## src/rtl/rx_filt_pkg.sv

```systemverilog
package rx_filt_pkg;
  localparam int unsigned ADDR_W   = 48;
  localparam int unsigned CRC_W    = 32;
  localparam logic [CRC_W-1:0] CRC_POLY = 32'hEDB8_8320;
  localparam logic [CRC_W-1:0] CRC_SEED = 32'hFFFF_FFFF;

  typedef struct packed {
    logic bcast;
    logic mcast;
    logic phys;
  } addr_cls_t;
endpackage

```

## src/rtl/rx_filt_rst_sync.sv

```systemverilog
module rx_filt_rst_sync #(
  parameter int unsigned STAGES = 2
) (
  input  logic clk,
  input  logic rst_n,
  output logic rst_n_sync
);
  logic [STAGES-1:0] sync_q;

  always_ff @(posedge clk or negedge rst_n) begin
    if (!rst_n) sync_q <= '0;
    else        sync_q <= {sync_q[STAGES-2:0], 1'b1};
  end

  assign rst_n_sync = sync_q[STAGES-1];
endmodule

```

## src/rtl/rx_filt_class.sv

```systemverilog
module rx_filt_class
  import rx_filt_pkg::*;
(
  input  logic [ADDR_W-1:0] dest_addr,
  input  logic [ADDR_W-1:0] node_addr,
  output addr_cls_t         cls,
  output logic              node_hit
);
  logic all_ones;

  always_comb begin
    all_ones  = &dest_addr;
    cls.bcast = all_ones;
    cls.mcast = dest_addr[0] & ~all_ones;
    cls.phys  = ~dest_addr[0];
    node_hit  = (dest_addr == node_addr);
  end
endmodule

```

## src/rtl/rx_filt_hash.sv

```systemverilog
module rx_filt_hash
  import rx_filt_pkg::*;
#(
  parameter int unsigned HASH_W = 6,
  localparam int unsigned TBL_N = 1 << HASH_W
) (
  input  logic [ADDR_W-1:0] dest_addr,
  input  logic [TBL_N-1:0]  hash_tbl,
  output logic              hash_hit
);
  logic [CRC_W-1:0] crc_chain [0:ADDR_W];
  logic [HASH_W-1:0] idx;

  assign crc_chain[0] = CRC_SEED;

  for (genvar i = 0; i < ADDR_W; i++) begin : g_bit
    logic fb;
    assign fb = crc_chain[i][0] ^ dest_addr[i];
    assign crc_chain[i+1] = (crc_chain[i] >> 1) ^ (fb ? CRC_POLY : '0);
  end

  assign idx      = crc_chain[ADDR_W][CRC_W-1 -: HASH_W];
  assign hash_hit = hash_tbl[idx];
endmodule

```

## src/rtl/rx_filt_decide.sv

```systemverilog
module rx_filt_decide
  import rx_filt_pkg::*;
#(
  parameter int unsigned LEN_W   = 14,
  parameter int unsigned MIN_LEN = 64
) (
  input  addr_cls_t        cls,
  input  logic             node_hit,
  input  logic             hash_hit,
  input  logic [LEN_W-1:0] frame_len,
  input  logic             rx_err,
  input  logic             cfg_promisc,
  input  logic             cfg_bcast,
  input  logic             cfg_mcast,
  input  logic             cfg_runt,
  input  logic             cfg_err,
  output logic             keep
);
  localparam logic [LEN_W-1:0] MIN_LEN_V = LEN_W'(MIN_LEN);

  logic addr_ok, len_ok, err_ok;

  always_comb begin
    unique case (1'b1)
      cls.bcast: addr_ok = cfg_bcast;
      cls.mcast: addr_ok = cfg_mcast & hash_hit;
      default:   addr_ok = cfg_promisc | node_hit;
    endcase
    len_ok = (frame_len >= MIN_LEN_V) | cfg_runt;
    err_ok = ~rx_err | cfg_err;
    keep   = addr_ok & len_ok & err_ok;
  end
endmodule

```

## src/rtl/rx_addr_filter.sv

```systemverilog
module rx_addr_filter
  import rx_filt_pkg::*;
#(
  parameter int unsigned LEN_W   = 14,
  parameter int unsigned MIN_LEN = 64,
  parameter int unsigned HASH_W  = 6,
  localparam int unsigned TBL_N  = 1 << HASH_W
) (
  input  logic              clk,
  input  logic              rst_n,
  input  logic              frame_end,
  input  logic [ADDR_W-1:0] dest_addr,
  input  logic [LEN_W-1:0]  frame_len,
  input  logic              rx_err,
  input  logic [ADDR_W-1:0] node_addr,
  input  logic [TBL_N-1:0]  hash_tbl,
  input  logic              cfg_promisc,
  input  logic              cfg_bcast,
  input  logic              cfg_mcast,
  input  logic              cfg_runt,
  input  logic              cfg_err,
  output logic              verdict_valid,
  output logic              verdict_keep,
  output logic              cls_phys,
  output logic              cls_mcast,
  output logic              cls_bcast
);
  localparam logic [LEN_W-1:0] MIN_LEN_V = LEN_W'(MIN_LEN);

  logic      rst_n_i;
  addr_cls_t cls_d, cls_q;
  logic      node_hit, hash_hit, keep_d;
  logic      valid_q, keep_q;
  logic      valid_n, keep_n;
  addr_cls_t cls_n;

  rx_filt_rst_sync #(.STAGES(2)) u_rst (
    .clk(clk), .rst_n(rst_n), .rst_n_sync(rst_n_i)
  );

  rx_filt_class u_class (
    .dest_addr(dest_addr), .node_addr(node_addr),
    .cls(cls_d), .node_hit(node_hit)
  );

  rx_filt_hash #(.HASH_W(HASH_W)) u_hash (
    .dest_addr(dest_addr), .hash_tbl(hash_tbl), .hash_hit(hash_hit)
  );

  rx_filt_decide #(.LEN_W(LEN_W), .MIN_LEN(MIN_LEN)) u_decide (
    .cls(cls_d), .node_hit(node_hit), .hash_hit(hash_hit),
    .frame_len(frame_len), .rx_err(rx_err),
    .cfg_promisc(cfg_promisc), .cfg_bcast(cfg_bcast), .cfg_mcast(cfg_mcast),
    .cfg_runt(cfg_runt), .cfg_err(cfg_err), .keep(keep_d)
  );

  // next state
  always_comb begin
    valid_n = frame_end;
    keep_n  = frame_end & keep_d;
    cls_n   = frame_end ? cls_d : cls_q;
  end

  // registers
  always_ff @(posedge clk or negedge rst_n_i) begin
    if (!rst_n_i) begin
      valid_q <= 1'b0;
      keep_q  <= 1'b0;
      cls_q   <= '0;
    end else begin
      valid_q <= valid_n;
      keep_q  <= keep_n;
      cls_q   <= cls_n;
    end
  end

  assign verdict_valid = valid_q;
  assign verdict_keep  = keep_q;
  assign cls_phys      = cls_q.phys;
  assign cls_mcast     = cls_q.mcast;
  assign cls_bcast     = cls_q.bcast;


  valid_after_end_chk: assert property (@(posedge clk) disable iff (!rst_n_i)
    frame_end |=> verdict_valid);

  valid_needs_end_chk: assert property (@(posedge clk) disable iff (!rst_n_i)
    verdict_valid |-> $past(frame_end));

  keep_gated_chk: assert property (@(posedge clk) disable iff (!rst_n_i)
    !verdict_valid |-> !verdict_keep);

  one_class_chk: assert property (@(posedge clk) disable iff (!rst_n_i)
    verdict_valid |-> $countones({cls_phys, cls_mcast, cls_bcast}) == 1);

  class_hold_chk: assert property (@(posedge clk) disable iff (!rst_n_i)
    !frame_end |=> $stable({cls_phys, cls_mcast, cls_bcast}));

  bcast_enable_chk: assert property (@(posedge clk) disable iff (!rst_n_i)
    (verdict_keep && cls_bcast) |-> $past(cfg_bcast));

  mcast_enable_chk: assert property (@(posedge clk) disable iff (!rst_n_i)
    (verdict_keep && cls_mcast) |-> $past(cfg_mcast));

  runt_gate_chk: assert property (@(posedge clk) disable iff (!rst_n_i)
    verdict_keep |-> $past((frame_len >= MIN_LEN_V) || cfg_runt));

  err_gate_chk: assert property (@(posedge clk) disable iff (!rst_n_i)
    verdict_keep |-> $past(!rx_err || cfg_err));
endmodule

```

## config.mk

```make
export PLATFORM = sky130hd
export DESIGN_NAME = rx_addr_filter
export DESIGN_NICKNAME = d
export VERILOG_FILES = /design/src/rtl/rx_filt_pkg.sv /design/src/rtl/rx_filt_rst_sync.sv /design/src/rtl/rx_filt_class.sv /design/src/rtl/rx_filt_hash.sv /design/src/rtl/rx_filt_decide.sv /design/src/rtl/rx_addr_filter.sv
export SDC_FILE = /design/constraint.sdc
export NUM_CORES = 1
export LEC_CHECK = 0
export CELL_PAD_IN_SITES_DETAIL_PLACEMENT = 0
export CELL_PAD_IN_SITES_GLOBAL_PLACEMENT = 1
export CORE_UTILIZATION = 40
export DETAILED_ROUTE_END_ITERATION = 12
export DONT_BUFFER_PORTS = 1
export GPL_ROUTABILITY_DRIVEN = 0
export MAX_ROUTING_LAYER = met4
export PLACE_DENSITY_LB_ADDON = 0.1
export RECOVER_POWER = 100
export SYNTH_ARGS = -nofsm -noshare
export SYNTH_HDL_FRONTEND = slang
export SYNTH_SLANG_ARGS = --single-unit
```

## constraint.sdc

```tcl
create_clock -name clk -period 0.8 [get_ports clk]
set_input_delay 0.04 -clock clk [delete_from_list [all_inputs] [get_ports clk]]
set_output_delay 0.04 -clock clk [all_outputs]
set_load 0.03 [all_outputs]
```

======== Yosys cells after proc, flatten, opt, wreduce, memory -nomap -nowiden ========
Index checks and enable logic that the tools add are counted.
cells by class
  magnitude comparators ................... 2
  eq/ne operators ......................... 1
  muxes and demuxes ....................... 51
  bitwise operators ....................... 106
  reductions and logical operators ........ 1
operators with widths
  cell                                                                                   count
  32-bit 2-to-1 mux                                                                      48
  31-bit by 32-bit bitwise XOR with 32-bit output                                        47
  48-bit == test                                                                         1
  48-bit AND reduction                                                                   1
  1-bit bitwise XOR                                                                      47
  31-bit NOT                                                                             1
  14-bit by 7-bit greater-or-equal comparator with 1-bit output (second input constant)  1
  6-bit by 7-bit less-than comparator with 1-bit output (second input constant)          1
  1-bit binary-select mux with 6-bit select                                              1
  1-bit bitwise AND                                                                      5
  1-bit NOT                                                                              3
  1-bit OR                                                                               3
  1-bit case mux with 2 select lines                                                     1
  1-bit 2-to-1 mux                                                                       1
word-level totals
  bits in registers ....................... 7
  bits of input ports ..................... 183
  output and inout port bits .............. 5
  logic and storage cells ................. 167

======== Logic depth before layout (Yosys ltp) ========
  word-level depth ........................ 150
  gate-level depth with buffers ........... 16
  mapped depth without buffers ............ 14

======== Modules after synthesis ========
Synthesis repeated with hierarchy kept, for this count alone.
second synthesis, totals
  cell total of the unflattened synthesis .. 369
  area, all modules ....................... 4041.4 µm²
modules (own cells, without submodules)
  module            instances  cells each  area an instance (µm²)  seq. area each (µm²)
  rx_filt_hash      1          266         3118.0                  0.0
  rx_filt_class     1          83          645.6                   0.0
  rx_addr_filter    1          9           166.4                   125.1
  rx_filt_decide    1          8           57.6                    0.0
  rx_filt_rst_sync  1          3           53.8                    50.0

======== Worst setup path after synthesis ========
Ideal clock, no wire load.
  kind .................................... input-to-reg
  start ................................... input dest_addr[0]
  end ..................................... register keep_q, in the netlist verdict_keep
  arrival time ............................ 3.643 ns
  slack ................................... -2.971 ns
  stages on the path ...................... 15
  cells stage by stage .................... ha_1 > clkbuf_1 > xnor2_2 > xnor3_1 > xnor3_1 > xnor2_2 > xnor2_2 > xnor2_2 > xnor2_4 > buf_6 > mux4_1 > a211oi_1 > a21oi_1 > o221ai_1 > a21oi_1
on the way
  longest elaborated chain between the ends .. 70
ends and longest elaborated chain
  item                                                                                         RTL line                                RTL
  start: declaration                                                                           rx_addr_filter.sv:12                    input logic [ADDR_W-1:0] dest_addr,
  32-bit 2-to-1 mux                                                                            rx_filt_hash.sv:19                      assign crc_chain[i+1] = (crc_chain[i] >> 1) ^ (fb ? CRC_POLY : '0);
  31-bit NOT (no line)                                                                         n/a
  31-bit by 32-bit bitwise XOR with 32-bit output (5 in a row)                                 rx_filt_hash.sv:19
  1-bit bitwise XOR / 31-bit by 32-bit bitwise XOR with 32-bit output (equally long branches)  rx_filt_hash.sv:18, rx_filt_hash.sv:19
  32-bit 2-to-1 mux / 31-bit by 32-bit bitwise XOR with 32-bit output (equally long branches)  rx_filt_hash.sv:19
  31-bit by 32-bit bitwise XOR with 32-bit output                                              rx_filt_hash.sv:19
  31-bit by 32-bit bitwise XOR with 32-bit output / 1-bit bitwise XOR (equally long branches)  rx_filt_hash.sv:19, rx_filt_hash.sv:18
  31-bit by 32-bit bitwise XOR with 32-bit output (tied with other cells)                      rx_filt_hash.sv:19
  [49 not listed]                                                                              n/a
  31-bit by 32-bit bitwise XOR with 32-bit output (2 in a row)                                 rx_filt_hash.sv:19
  1-bit binary-select mux with 6-bit select                                                    rx_filt_hash.sv:23                      assign hash_hit = hash_tbl[idx];
  1-bit 2-to-1 mux (not written as such)                                                       rx_filt_hash.sv:23
  1-bit bitwise AND                                                                            rx_filt_decide.sv:26                    cls.mcast: addr_ok = cfg_mcast & hash_hit;
  1-bit case mux with 2 select lines (*)                                                       rx_filt_decide.sv:24                    unique case (1'b1)
  1-bit bitwise AND (*) (2 in a row)                                                           rx_filt_decide.sv:31                    keep = addr_ok & len_ok & err_ok;
  1-bit bitwise AND (*)                                                                        rx_addr_filter.sv:60                    keep_n = frame_end & keep_d;
  via keep_n                                                                                   rx_addr_filter.sv:34                    logic valid_n, keep_n;
  end signal: assignment                                                                       rx_addr_filter.sv:72                    keep_q <= keep_n;
  end: declaration                                                                             rx_addr_filter.sv:33                    logic valid_q, keep_q;
The timed path passes the listed nets; every way through them passes the cells marked *. The select of a mux whose other input is x is not followed.
A chain may end at the register's enable or synchronous reset.

======== Final worst setup path ========
  start ................................... input dest_addr[4]
  end ..................................... register keep_q, in the netlist verdict_keep
on the way
  longest elaborated chain between the ends .. 67
ends and longest elaborated chain
  item                                                          RTL line              RTL
  1-bit bitwise XOR                                             rx_filt_hash.sv:18    assign fb = crc_chain[i][0] ^ dest_addr[i];
  32-bit 2-to-1 mux                                             rx_filt_hash.sv:19
  31-bit by 32-bit bitwise XOR with 32-bit output (6 in a row)  rx_filt_hash.sv:19
  1-bit bitwise XOR                                             rx_filt_hash.sv:18
  32-bit 2-to-1 mux                                             rx_filt_hash.sv:19
  31-bit by 32-bit bitwise XOR with 32-bit output (6 in a row)  rx_filt_hash.sv:19
  1-bit bitwise XOR                                             rx_filt_hash.sv:18
  32-bit 2-to-1 mux                                             rx_filt_hash.sv:19
  [40 not listed]                                               n/a
  31-bit by 32-bit bitwise XOR with 32-bit output (2 in a row)  rx_filt_hash.sv:19
  1-bit binary-select mux with 6-bit select                     rx_filt_hash.sv:23
  1-bit 2-to-1 mux (not written as such)                        rx_filt_hash.sv:23
  1-bit bitwise AND                                             rx_filt_decide.sv:26
  1-bit case mux with 2 select lines (*)                        rx_filt_decide.sv:24
  1-bit bitwise AND (*) (2 in a row)                            rx_filt_decide.sv:31
  1-bit bitwise AND (*)                                         rx_addr_filter.sv:60
  via keep_n                                                    rx_addr_filter.sv:34
Marked as above.

==> flow_summary.yaml <==
finish:
  regArea_sq_um: 175.2
  fillers: 840
  nets: 599
  mostFrequentLayoutCells: "xnor2_1 (102), buf_4 (72), xnor3_1 (33)"
  syn_to_final_growth_pct: 26.76
  drive_gt1_frac: 0.3447
  diodes: 0
  multi_input_area_sq_um: 3680
  final_common_cell: "xnor2_1"
sta:
  setup_viol: 3
  final.setup_skew_ns: 0.0003888
  max_freq_mhz: 306.7
  drv_slew: 0
  hold_violations: 0
  tns_ns: -2.506
  hold_slack_ns: 0.04463
  fin_ws_ns: -2.460
  rsz0062_at_grt: "true"
  period_share: 4.076
  period_minus_slack_ns: 3.260
setup_path:
  timing.rr.start: "cls_phys"
  worst_r2r_path_depth: 3
  crit_slowest_cell: "xnor3_1"
  worstReg2RegEnd: "cls_phys"
  cp_cell_sequence: "ha_4 > xnor2_4 > xnor3_2 > buf_4 > xnor3_1 > xnor3_1 > xor2_1 > xnor2_2 > xnor2_4 > buf_12 > mux2i_1 > a221o_1 > a21oi_1 > or3_1 > a31oi_1 > a21oi_1"
  path_max_fanout: 11
  end_kind: "register"
  startpoint_type: "input port"
  r2r_slack_ns: 0.05
  max_stage_delay_ns: 0.37
  worstPathRequired_ns: 0.90
  worstSetupPathType: "in -> reg"
  cp.arrival_ns: 3.36
detailed_routing:
  drtPass1Iterations: 4
  antenna_left: 0
  dr_wl_met2_um: 5757
  wire_per_inst_um: 21.50
  drtIter0Drc: 55
  dr_total_vias: 2817
  routed_wl_um: 11240
  wl_met3_um: 823
  via_per_inst: 5.386
  remaining_drc_errors: 0
  wl_met1_um: 4625
  top_layer: "met4"
placement:
  dp_hpwl_um: 9573
  port_buffers: 0
run_status:
  outcome: "finished, violations left"
  violations: "negative setup slack"
yosys:
  synth_xor_area_frac: 0.6730
  synthAdderAreaFrac: 0.009960
  synth_cells: 337
  synth_top_family_by_area: "XOR/XNOR gates"
  synth_mux_area_frac: 0.1255
  synth-compound-area-share: 0.03353
  synthDistinctLibCells: 40
  synth_top_area_share: 0.2487
  yosys_warnings: 0
  syn_avg_cell_area_sq_um: 11.18
  synth_area_sq_um: 3769
  syn-num-nets: 523
  synth_seq_cells: 7
  yosys-top-cells-area: "xnor2_1 (25%), xnor3_1 (22%), xnor2_2 (8.6%)"
  synth-seq-area-share: 0.04648
  yosys.area_share.simple: 0.07636
  yosys.area.top_type: "xnor2_1"
floorplanning:
  core-area_sq_um: 9196
  boundaryPins: 188
  initial_core_util: 0.4098
  die_x_um: 99.07
  die_h_um: 99.07
  die_area_sq_um: 9814
  row_count: 35
hold_path:
  min_path_type: "in -> async"
global_route:
  antenna_found_initial: 0
  grt_pass1_wl_um: 16660
  grt_max_degree: 12
  grt_overflow: 0
  grtUsageTotal: 0.2355
  grt_pass1_vias: 2923
clocking:
  worstSkewPairLatency_ns: 0.22
  clock_path_buffers: 2
  cts.sinks: 7
  cts-root-buf: "clkbuf_8"
  htreeDepth: 1
  cts_tree: "yes"
  cts_made_buffers: 3
  path_clk_slew_ns: 0.04
run:
  maxCapViolations: 0
worst max-delay path, delay by kind of cell:
kind	cells	cell delay [ns]
xor+xnor	7	1.74
compound gates	4	0.47
simple gates	1	0.34
buf+inv	2	0.32
fa+ha+maj	1	0.24
mux	1	0.20
per-layer routing:
layer / track usage / vias up
li1: - / 1355
met1: 0.3024 / 1336
met5: - / -
met4: 0.01471 / 0
met2: 0.4120 / 124
met3: 0.03475 / 2
cell usage after synthesis:
cell type / count
xor3_1: 4
a22oi_1: 1
mux4_1: 1
o221ai_1: 1
buf_6: 2
mux2i_1: 30
mux2_2: 2
xnor2_4: 3
buf_2: 4
clkbuf_1: 2
a21oi_1: 4
and2_1: 1
a221o_1: 2
buf_4: 8
xnor3_1: 37
nor2_1: 8
xor2_2: 1
nand4_1: 22
inv_1: 5
mux4_2: 5
nand2_1: 3
nor3_1: 2
nand2b_1: 1
or3_1: 1
o211ai_1: 2
a31oi_1: 3
xnor2_2: 20
xnor2_1: 107
mux2_1: 1
a211oi_1: 1
nor2b_1: 1
dfrtp_1: 7
o41ai_1: 1
xor2_1: 20
nand3_1: 6
conb_1: 1
xnor3_2: 3
o21ai_0: 4
ha_1: 3
nor4_1: 7
how the worst max path moves through the flow:
stage	from	endpoint	slack, ns
3_3_place_gp	dest_addr[0]	verdict_keep	-3.03
2_1_floorplan	dest_addr[2]	verdict_keep	-2.72
4_1_cts	dest_addr[0]	verdict_keep	-2.50
6_report	dest_addr[4]	verdict_keep	-2.46
5_1_grt	dest_addr[0]	verdict_keep	-2.63
3_5_place_dp	dest_addr[0]	verdict_keep	-3.09
registers in the layout (all words and copies together) (netlist names):
| signal | flops |
|---|---|
| cls_mcast | 1 |
| cls_phys | 1 |
| u_rst.sync_q | 2 |
| verdict_keep | 1 |
| verdict_valid | 1 |
| cls_bcast | 1 |
per-stage QoR:
stage,util,cell area [sq um],std cells,worst slack (ns)
finish,0.5195,4777,523,-2.460
global route,0.5195,4777,523,-2.628
CTS,0.5154,4740,522,-2.500
detailed placement,0.4819,4432,506,-3.091
global placement,0.4819,4432,506,-3.033
floorplan,-,3865,337,-2.715
repair_timing:
item / in CTS / in global routing
gates cloned: 0 / 0
setup endpoints to repair: 5 / 7
endpoints found under the hold margin: 6 / 0
pin swaps: 14 / 3
hold buffers: 3 / 0
resized for setup: 22 / 8
setup buffers: 9 / 1
cell families (layout without fill, tap and decap cells):
logic type | after synthesis | in the layout
buffers and inverters | 21 | 96
AOI/OAI and AO/OA | 19 | 19
xor gates and xnor gates | 195 | 195
and+or+nand+nor | 52 | 52
other | 1 | 1
DFF | 7 | 7
muxes | 39 | 39
adders and majority gates | 3 | 3
cell type report:
| cell class | instances | share of cell area |
|---|---|---|
| flip-flops and latches | 7 | 0.03667 |
| multi-input cells | 309 | 0.7703 |
| inverters | 5 | 0.003929 |
| repair buffers | 87 | 0.1506 |
| clock buffers | 4 | 0.009429 |
| well taps | 111 | 0.02907 |
Power is not shown: default switching activity piles up to over one toggle a cycle in this logic, so the estimate is an artifact.
